### src/rtl/tmr_vote_pkg.sv
package tmr_vote_pkg;

    typedef enum logic [1:0] {
        VM_WORD    = 2'b00,
        VM_BITWISE = 2'b01,
        VM_MEDIAN  = 2'b10,
        VM_SPARE   = 2'b11
    } vote_mode_e;

    // Two-of-three majority of single bits.
    function automatic logic maj_bit(input logic x, input logic y, input logic z);
        return (x & y) | (y & z) | (z & x);
    endfunction

    // The spare code falls back to the whole-word vote.
    function automatic logic uses_word_vote(input vote_mode_e m);
        return (m == VM_WORD) || (m == VM_SPARE);
    endfunction

endpackage

### src/rtl/word_selector.sv
module word_selector #(
    parameter int W = 16
) (
    input  logic [W-1:0] a,
    input  logic [W-1:0] b,
    input  logic [W-1:0] c,
    output logic [W-1:0] sel,
    output logic         differ
);
    always_comb begin
        differ = (a != b);
        sel    = differ ? c : a;
    end
endmodule

### src/rtl/bit_majority.sv
module bit_majority #(
    parameter int W = 16
) (
    input  logic [W-1:0] a,
    input  logic [W-1:0] b,
    input  logic [W-1:0] c,
    output logic [W-1:0] maj
);
    import tmr_vote_pkg::*;

    for (genvar i = 0; i < W; i++) begin : g_bit
        assign maj[i] = maj_bit(a[i], b[i], c[i]);
    end
endmodule

### src/rtl/median3.sv
module median3 #(
    parameter int W = 16
) (
    input  logic [W-1:0] a,
    input  logic [W-1:0] b,
    input  logic [W-1:0] c,
    output logic [W-1:0] mid
);
    logic a_ge_b, b_ge_c, a_ge_c;

    always_comb begin
        a_ge_b = (a >= b);
        b_ge_c = (b >= c);
        a_ge_c = (a >= c);
        if (a_ge_b) begin
            if (b_ge_c)      mid = b;
            else if (a_ge_c) mid = c;
            else             mid = a;
        end else begin
            if (a_ge_c)      mid = a;
            else if (b_ge_c) mid = c;
            else             mid = b;
        end
    end
endmodule

### src/rtl/tmr_word_voter.sv
module tmr_word_voter
    import tmr_vote_pkg::*;
#(
    parameter int W          = 16,
    parameter bit REGISTERED = 1'b1
) (
    input  logic         clk,
    input  logic         rst,
    input  logic [1:0]   mode,
    input  logic [W-1:0] in_a,
    input  logic [W-1:0] in_b,
    input  logic [W-1:0] in_c,
    output logic [W-1:0] vote_out,
    output logic         disagree
);
    vote_mode_e   mode_e;
    logic [W-1:0] word_res, maj_res, mid_res, comb_vote;
    logic         differ;

    assign mode_e = vote_mode_e'(mode);

    word_selector #(.W(W)) u_word (
        .a(in_a), .b(in_b), .c(in_c), .sel(word_res), .differ(differ)
    );

    bit_majority #(.W(W)) u_maj (
        .a(in_a), .b(in_b), .c(in_c), .maj(maj_res)
    );

    median3 #(.W(W)) u_mid (
        .a(in_a), .b(in_b), .c(in_c), .mid(mid_res)
    );

    always_comb begin
        unique case (mode_e)
            VM_BITWISE: comb_vote = maj_res;
            VM_MEDIAN:  comb_vote = mid_res;
            default:    comb_vote = word_res;
        endcase
    end

    // the word vote never builds a word that no module produced
    p_word_member_r2: assert property (@(posedge clk) disable iff (rst)
        uses_word_vote(mode_e) |->
            (vote_out_next_is_member(word_res, in_a, in_b, in_c)));

    // any bit where A and B agree forces the majority bit to that value
    p_bit_bound_r3: assert property (@(posedge clk) disable iff (rst)
        (((in_a & in_b) & ~maj_res) == '0) && ((maj_res & ~(in_a | in_b)) == '0));

    // the median is an input, with at most one input above and one below it
    p_median_between_r4: assert property (@(posedge clk) disable iff (rst)
        vote_out_next_is_member(mid_res, in_a, in_b, in_c) &&
        (({1'b0, in_a > mid_res} + {1'b0, in_b > mid_res} + {1'b0, in_c > mid_res}) <= 2'd1) &&
        (({1'b0, in_a < mid_res} + {1'b0, in_b < mid_res} + {1'b0, in_c < mid_res}) <= 2'd1));

    // matching first and second words never raise the flag
    p_agree_quiet_r6: assert property (@(posedge clk) disable iff (rst)
        (in_a == in_b) |-> !differ);

    function automatic logic vote_out_next_is_member(
        input logic [W-1:0] v, input logic [W-1:0] x,
        input logic [W-1:0] y, input logic [W-1:0] z);
        return (v == x) || (v == y) || (v == z);
    endfunction

    if (REGISTERED) begin : g_reg
        logic [W-1:0] vote_q;
        logic         dis_q;
        logic         armed;

        always_ff @(posedge clk) begin
            if (rst) begin
                vote_q <= '0;
                dis_q  <= 1'b0;
                armed  <= 1'b0;
            end else begin
                vote_q <= comb_vote;
                dis_q  <= differ;
                armed  <= 1'b1;
            end
        end

        assign vote_out = vote_q;
        assign disagree = dis_q;

        // word and flag both follow the previous edge's vote
        p_one_cycle_r7: assert property (@(posedge clk) disable iff (rst)
            armed |-> ((vote_out == $past(comb_vote)) && (disagree == $past(differ))));

        // a reset edge leaves both outputs cleared
        p_reset_clear_r8: assert property (@(posedge clk)
            $past(rst) |-> ((vote_out == '0) && !disagree));
    end else begin : g_comb
        assign vote_out = comb_vote;
        assign disagree = differ;
    end
endmodule

### config.mk
export PLATFORM = sky130hd
export DESIGN_NAME = tmr_word_voter
export DESIGN_NICKNAME = d
export VERILOG_FILES = /design/src/rtl/tmr_vote_pkg.sv /design/src/rtl/word_selector.sv /design/src/rtl/bit_majority.sv /design/src/rtl/median3.sv /design/src/rtl/tmr_word_voter.sv
export SDC_FILE = /design/constraint.sdc
export NUM_CORES = 1
export LEC_CHECK = 0
export BUFFER_PORTS_ARGS = -buffer_cell sky130_fd_sc_hd__buf_4
export CORE_UTILIZATION = 58
export DETAILED_ROUTE_END_ITERATION = 10
export PLACE_DENSITY = 0.81
export SYNTH_ARGS = -nofsm -noshare
export SYNTH_HDL_FRONTEND = slang
export SYNTH_SLANG_ARGS = --single-unit
export TNS_END_PERCENT = 30
### constraint.sdc
create_clock -name clk -period 3 [get_ports clk]
set_input_delay 0 -clock clk [delete_from_list [all_inputs] [get_ports clk]]
set_output_delay 0 -clock clk [all_outputs]
set_load 0.02 [all_outputs]
Yosys cells after proc, flatten, opt, wreduce, memory -nomap -nowiden
Cells that the tools add are included.
Widths: inputs -> output; s select.
- word-level logic and storage cells: 95
- output and inout port bits: 17
- register bits: 17
- bitwise logic cells: 80
- order comparisons: 3
- mux-type cells: 7
- eq/ne operators: 3
- operators with widths (kind ; number):
    $mux 16 ; 6
    $and 1x1->1 ; 48
    $ge 16x16->1 ; 3
    $or 1x1->1 ; 32
    $pmux 16 s2 ; 1
    $ne 16x16->1 ; 1
    $eq 2x1->1 const B ; 1
    $eq 2x2->1 const B ; 1

Logic depth before layout (Yosys ltp)
- depth in word-level cells: 5
- mapped depth: 11
- depth with buffers taken out: 9

Cells and area by module
Synthesis repeated with hierarchy kept, for this count alone.
- cells, all modules: 326
- area total of the unflattened synthesis: 2962.8 um2
- by module, submodules not included (module ; sequential area each (um2) ; instances ; cells each ; area an instance (um2)):
    median3 ; 0.0 ; 1 ; 193 ; 1527.7
    tmr_word_voter ; 340.3 ; 1 ; 79 ; 852.1
    word_selector ; 0.0 ; 1 ; 38 ; 402.9
    bit_majority ; 0.0 ; 1 ; 16 ; 180.2

Least setup slack after synthesis
No wires, ideal clock.
- path kind: input-to-reg
- start point: in in_a[0]
- end point: reg g_reg.vote_q[0], in the netlist vote_out[0]
- library setup time: 0.070 ns
- data required time: 2.930 ns
- slack: 0.816 ns
- cell stages on the path: 10
- arrival: 2.115 ns
- buffers on the path: 2
- cell sequence: inv_1 ha_1 nand2b_1 a2111oi_2 nor3_4 or3b_1 buf_4 buf_6 a221o_1 a21oi_1
- cells in the longest elaborated chain, start to end: 5
- ends and longest elaborated chain (what ; RTL line ; text):
    from (decl) ; tmr_word_voter.sv:10 ; input logic [W-1:0] in_a,
    $ge 16x16->1 ; median3.sv:14 ; a_ge_c = (a >= c);
    $mux 16 ; median3.sv:17 ; else if (a_ge_c) mid = c;
    $mux 16 ; median3.sv:16 ; if (b_ge_c) mid = b;
    $mux 16 ; median3.sv:15 ; if (a_ge_b) begin
    $pmux 16 s2 (*) ; tmr_word_voter.sv:35 ; unique case (mode_e)
    to (signal assigned) ; tmr_word_voter.sv:78 ; vote_q <= comb_vote;
    to (decl) ; tmr_word_voter.sv:68 ; logic [W-1:0] vote_q;
Every way passes the cells marked *; elsewhere a longest branch is shown, timed or not.
A chain may end at the register's enable or synchronous reset.

Final worst setup path
- start point: in in_c[15]
- end point: reg g_reg.vote_q[7], in the netlist vote_out[7]
- cells in the longest elaborated chain, start to end: 5
- ends and longest elaborated chain (what ; RTL line ; text):
    from (decl) ; tmr_word_voter.sv:12 ; input logic [W-1:0] in_c,
    $ge 16x16->1 (on tied branches) ; median3.sv:13, median3.sv:14 ;
    $mux 16 (on tied branches) ; median3.sv:21, median3.sv:17 ;
    $mux 16 (on tied branches) ; median3.sv:20, median3.sv:16 ;
    $mux 16 (*) ; median3.sv:15 ;
    $pmux 16 s2 (*) ; tmr_word_voter.sv:35 ;
Marks and branches as above.

==> impl_metrics.env <==
export IMPL_outcome="complete, no violations"
export IMPL_syn_to_final_growth_pct=18.3
export IMPL_p_leak_nw=2.24
export IMPL_chipHeight_um=80.5
export IMPL_synth_cell_types=41
export IMPL_num_nets_final=658
export IMPL_power_density_mw_per_mm2=254
export IMPL_n_antenna_cell=0
export IMPL_crit_type="input pin to flop"
export IMPL_first_global_vias=3575
export IMPL_detail_route_antenna_nets=0
export IMPL_synth_edff_count=0
export IMPL_crit_fanout=17
export IMPL_required_ns=3.19
export IMPL_clockRootBuffer="clkbuf_8"
export IMPL_critPathMaxStageDelay_ns=0.61
export IMPL_grt_setup_unrepaired="no"
export IMPL_dp_cells=578
export IMPL_synthTopCellsByArea="ha_1 (34%), dfxtp_1 (9.5%), a21oi_1 (8.7%)"
export IMPL_timing_final_crit_share_pct=79.5
export IMPL_portBuffers=68
export IMPL_fillers=479
export IMPL_gr_usage_all_layers_pct=31.7
export IMPL_drcViolationCount=0
export IMPL_cts_sinks=17
export IMPL_ir_drop_mv=0.172
export IMPL_cp_data_arrival_time_ns=2.58
export IMPL_final_min_clock_period_ns=2.39
export IMPL_synth_nets=595
export IMPL_postSynthCellCount=445
export IMPL_critPathCaptureType="flop"
export IMPL_clockBufferDepth=2
export IMPL_critPathLaunch="in_c[15]"
export IMPL_ys_seq_elements=17
export IMPL_clk_pin_slew_worst_paths_ns=0.08
export IMPL_routedWlPerCell_um=17.3
export IMPL_cts_resized=0
export IMPL_crit_path_end="vote_out[7]"
export IMPL_synth_main_ff_cell="dfxtp_1"
export IMPL_crit_chain="buf_4, inv_1, ha_1, nand4_1, or4_4, nor3_4, or3b_1, a21oi_1, a211o_1, a21oi_1"
export IMPL_tightest_slew_ns=1.12
export IMPL_fin_util_pct=71.4
export IMPL_gr_total_overflow=0
export IMPL_yosysSeqAreaShare_pct=9.53
export IMPL_async_flop_share_pct=0
export IMPL_initial_core_util_pct=60.3
export IMPL_synth_largest_area_cell="ha_1"
export IMPL_synth_top_area_share_pct=34.3
export IMPL_cap_violations=0
export IMPL_grt_pass1_wl_um=16100
export IMPL_slew_viol_final=0
export IMPL_cts_setup_buffers=0
export IMPL_postLayoutCellArea_mm2=0.00423
export IMPL_setup_viol=0
export IMPL_fp_dieArea_mm2=0.00648
export IMPL_layout_drive_gt1_share_pct=18.3
export IMPL_drtPass1Iterations=5
export IMPL_row_count=28
export IMPL_ys_warn_count=0
export IMPL_viasPerCell=6.35
export IMPL_critPathLaunchType="input pin"
export IMPL_globalplace_congestion=0.914
export IMPL_avgSynthCellArea_um2=8.03
export IMPL_wl_um=10000
export IMPL_final_cells=582
export IMPL_critPathSlowestCell="or3b_1"
export IMPL_slew_headroom_pct=25.1
export IMPL_hold_class="input pin to flop"
export IMPL_cts_buffers=3
export IMPL_fin_hold_ws_ns=0.117
export IMPL_placedInstanceArea_mm2=0.00418
export IMPL_die_w_um=80.5
export IMPL_h_tree_depth=1
export IMPL_dpl_hpwl_um=7450
export IMPL_core_mm2=0.00592
export IMPL_cts_hold_buf=0
export IMPL_cts_tree="done"
export IMPL_grt_max_degree=33
export IMPL_drtIter0Drc=267
export IMPL_vias=3695
export IMPL_synth_area_mm2=0.00357
export IMPL_antenna_found_initial=0
export IMPL_path_common_cell="a21oi_1"
export IMPL_fmax_mhz=419
export IMPL_io_pins=69
export IMPL_finalHoldViolCount=0
export IMPL_final_setup_tns_ns=0
layout make-up:
type / count / area (um2) / area share (%)
flip-flops and latches: 17 / 340 / 8.05
well taps: 75 / 93.8 / 2.22
multi-input cells: 367 / 2990 / 70.7
clock buffers: 3 / 41.3 / 0.977
inverters: 36 / 135 / 3.20
clock inverters: 1 / 5.00 / 0.118
repair buffers: 83 / 623 / 14.7
flip-flops by register name (all words and copies together) (netlist names):
name / cells
disagree: 1
vote_out: 16
critical path: cells and delay by family:
family | cells | cell delay (ns)
simple gates | 4 | 1.49
compound gates | 3 | 0.56
fa+ha+maj | 1 | 0.33
buf+inv | 2 | 0.18
worst min-delay path by stage:
stage | from | endpoint | slack, ns | cells after the start
global route | in_c[1] | vote_out[1] | 0.13 | 4
CTS | rst | disagree | 0.11 | 2
floorplan | in_c[13] | vote_out[13] | 0.24 | 3
detailed placement | rst | disagree | 0.39 | 2
finish | in_c[2] | vote_out[2] | 0.12 | 4
global placement | in_c[5] | vote_out[5] | 0.39 | 4
cells in the mapped netlist (all sizes together) (5+ instances only):
master and count:
buf 7, clkbuf 18, nand2 25, or3 16, a21oi 62, ha 98, nand4 5, nor2 23
a221oi 16, o221ai 17, nand3b 16, inv 36, a21o 16, o21ai 8, a211oi 5, dfxtp 17
mux2i 15, a211o 15
cell families after synthesis:
logic type | after synthesis | share of synthesized area (%)
multiplexers | 15 | 4.20
AND/OR/NAND/NOR | 105 | 16.4
adder cells (fa/ha/maj) | 98 | 34.3
buffers and inverters | 61 | 6.83
AO/OA/AOI/OAI | 149 | 28.8
flip-flops | 17 | 9.53
report_power, final:
group,switching [mW],total (mW),internal (mW)
sequential,0.00704,0.256,0.249
combinational,0.365,0.627,0.262
clock,0.0979,0.191,0.0926
through the flow:
| stage | setup WS, ns | power, mW |
|---|---|---|
| finish | 0.615 | 1.07 |
| floorplan | 0.816 | 0.639 |
| detailed placement | 0.387 | 0.876 |
| CTS | 0.653 | 1.07 |
| global route | 0.489 | 1.16 |
| global placement | 0.441 | 0.858 |
cells in the final DEF (no fill, tap or decap), types with 2 or more instances in the layout:
master	count
o21a_1	3
nand3b_1	16
o21ai_0	8
o221ai_1	17
nand2b_1	3
dfxtp_1	17
nor3_1	2
clkbuf_8	3
a21o_1	16
and4_1	3
inv_1	36
nand3_1	2
and3_1	4
nand2_1	25
nand4_1	5
a221oi_1	16
a211oi_1	4
or3_1	16
nor2_1	23
buf_4	83
ha_1	98
mux2i_1	15
a211o_1	15
a21oi_1	62
per-layer routing:
layer  routed length, um  GRT usage (%)  vias to the layer above
met5                   0              0                        -
met3                 851           3.52                       23
met2                4760           54.4                      216
met1                4250           39.8                     1675
li1                    -              -                     1781
met4                 185           12.7                        0
Note: power is estimated with default switching activity, not from simulation.
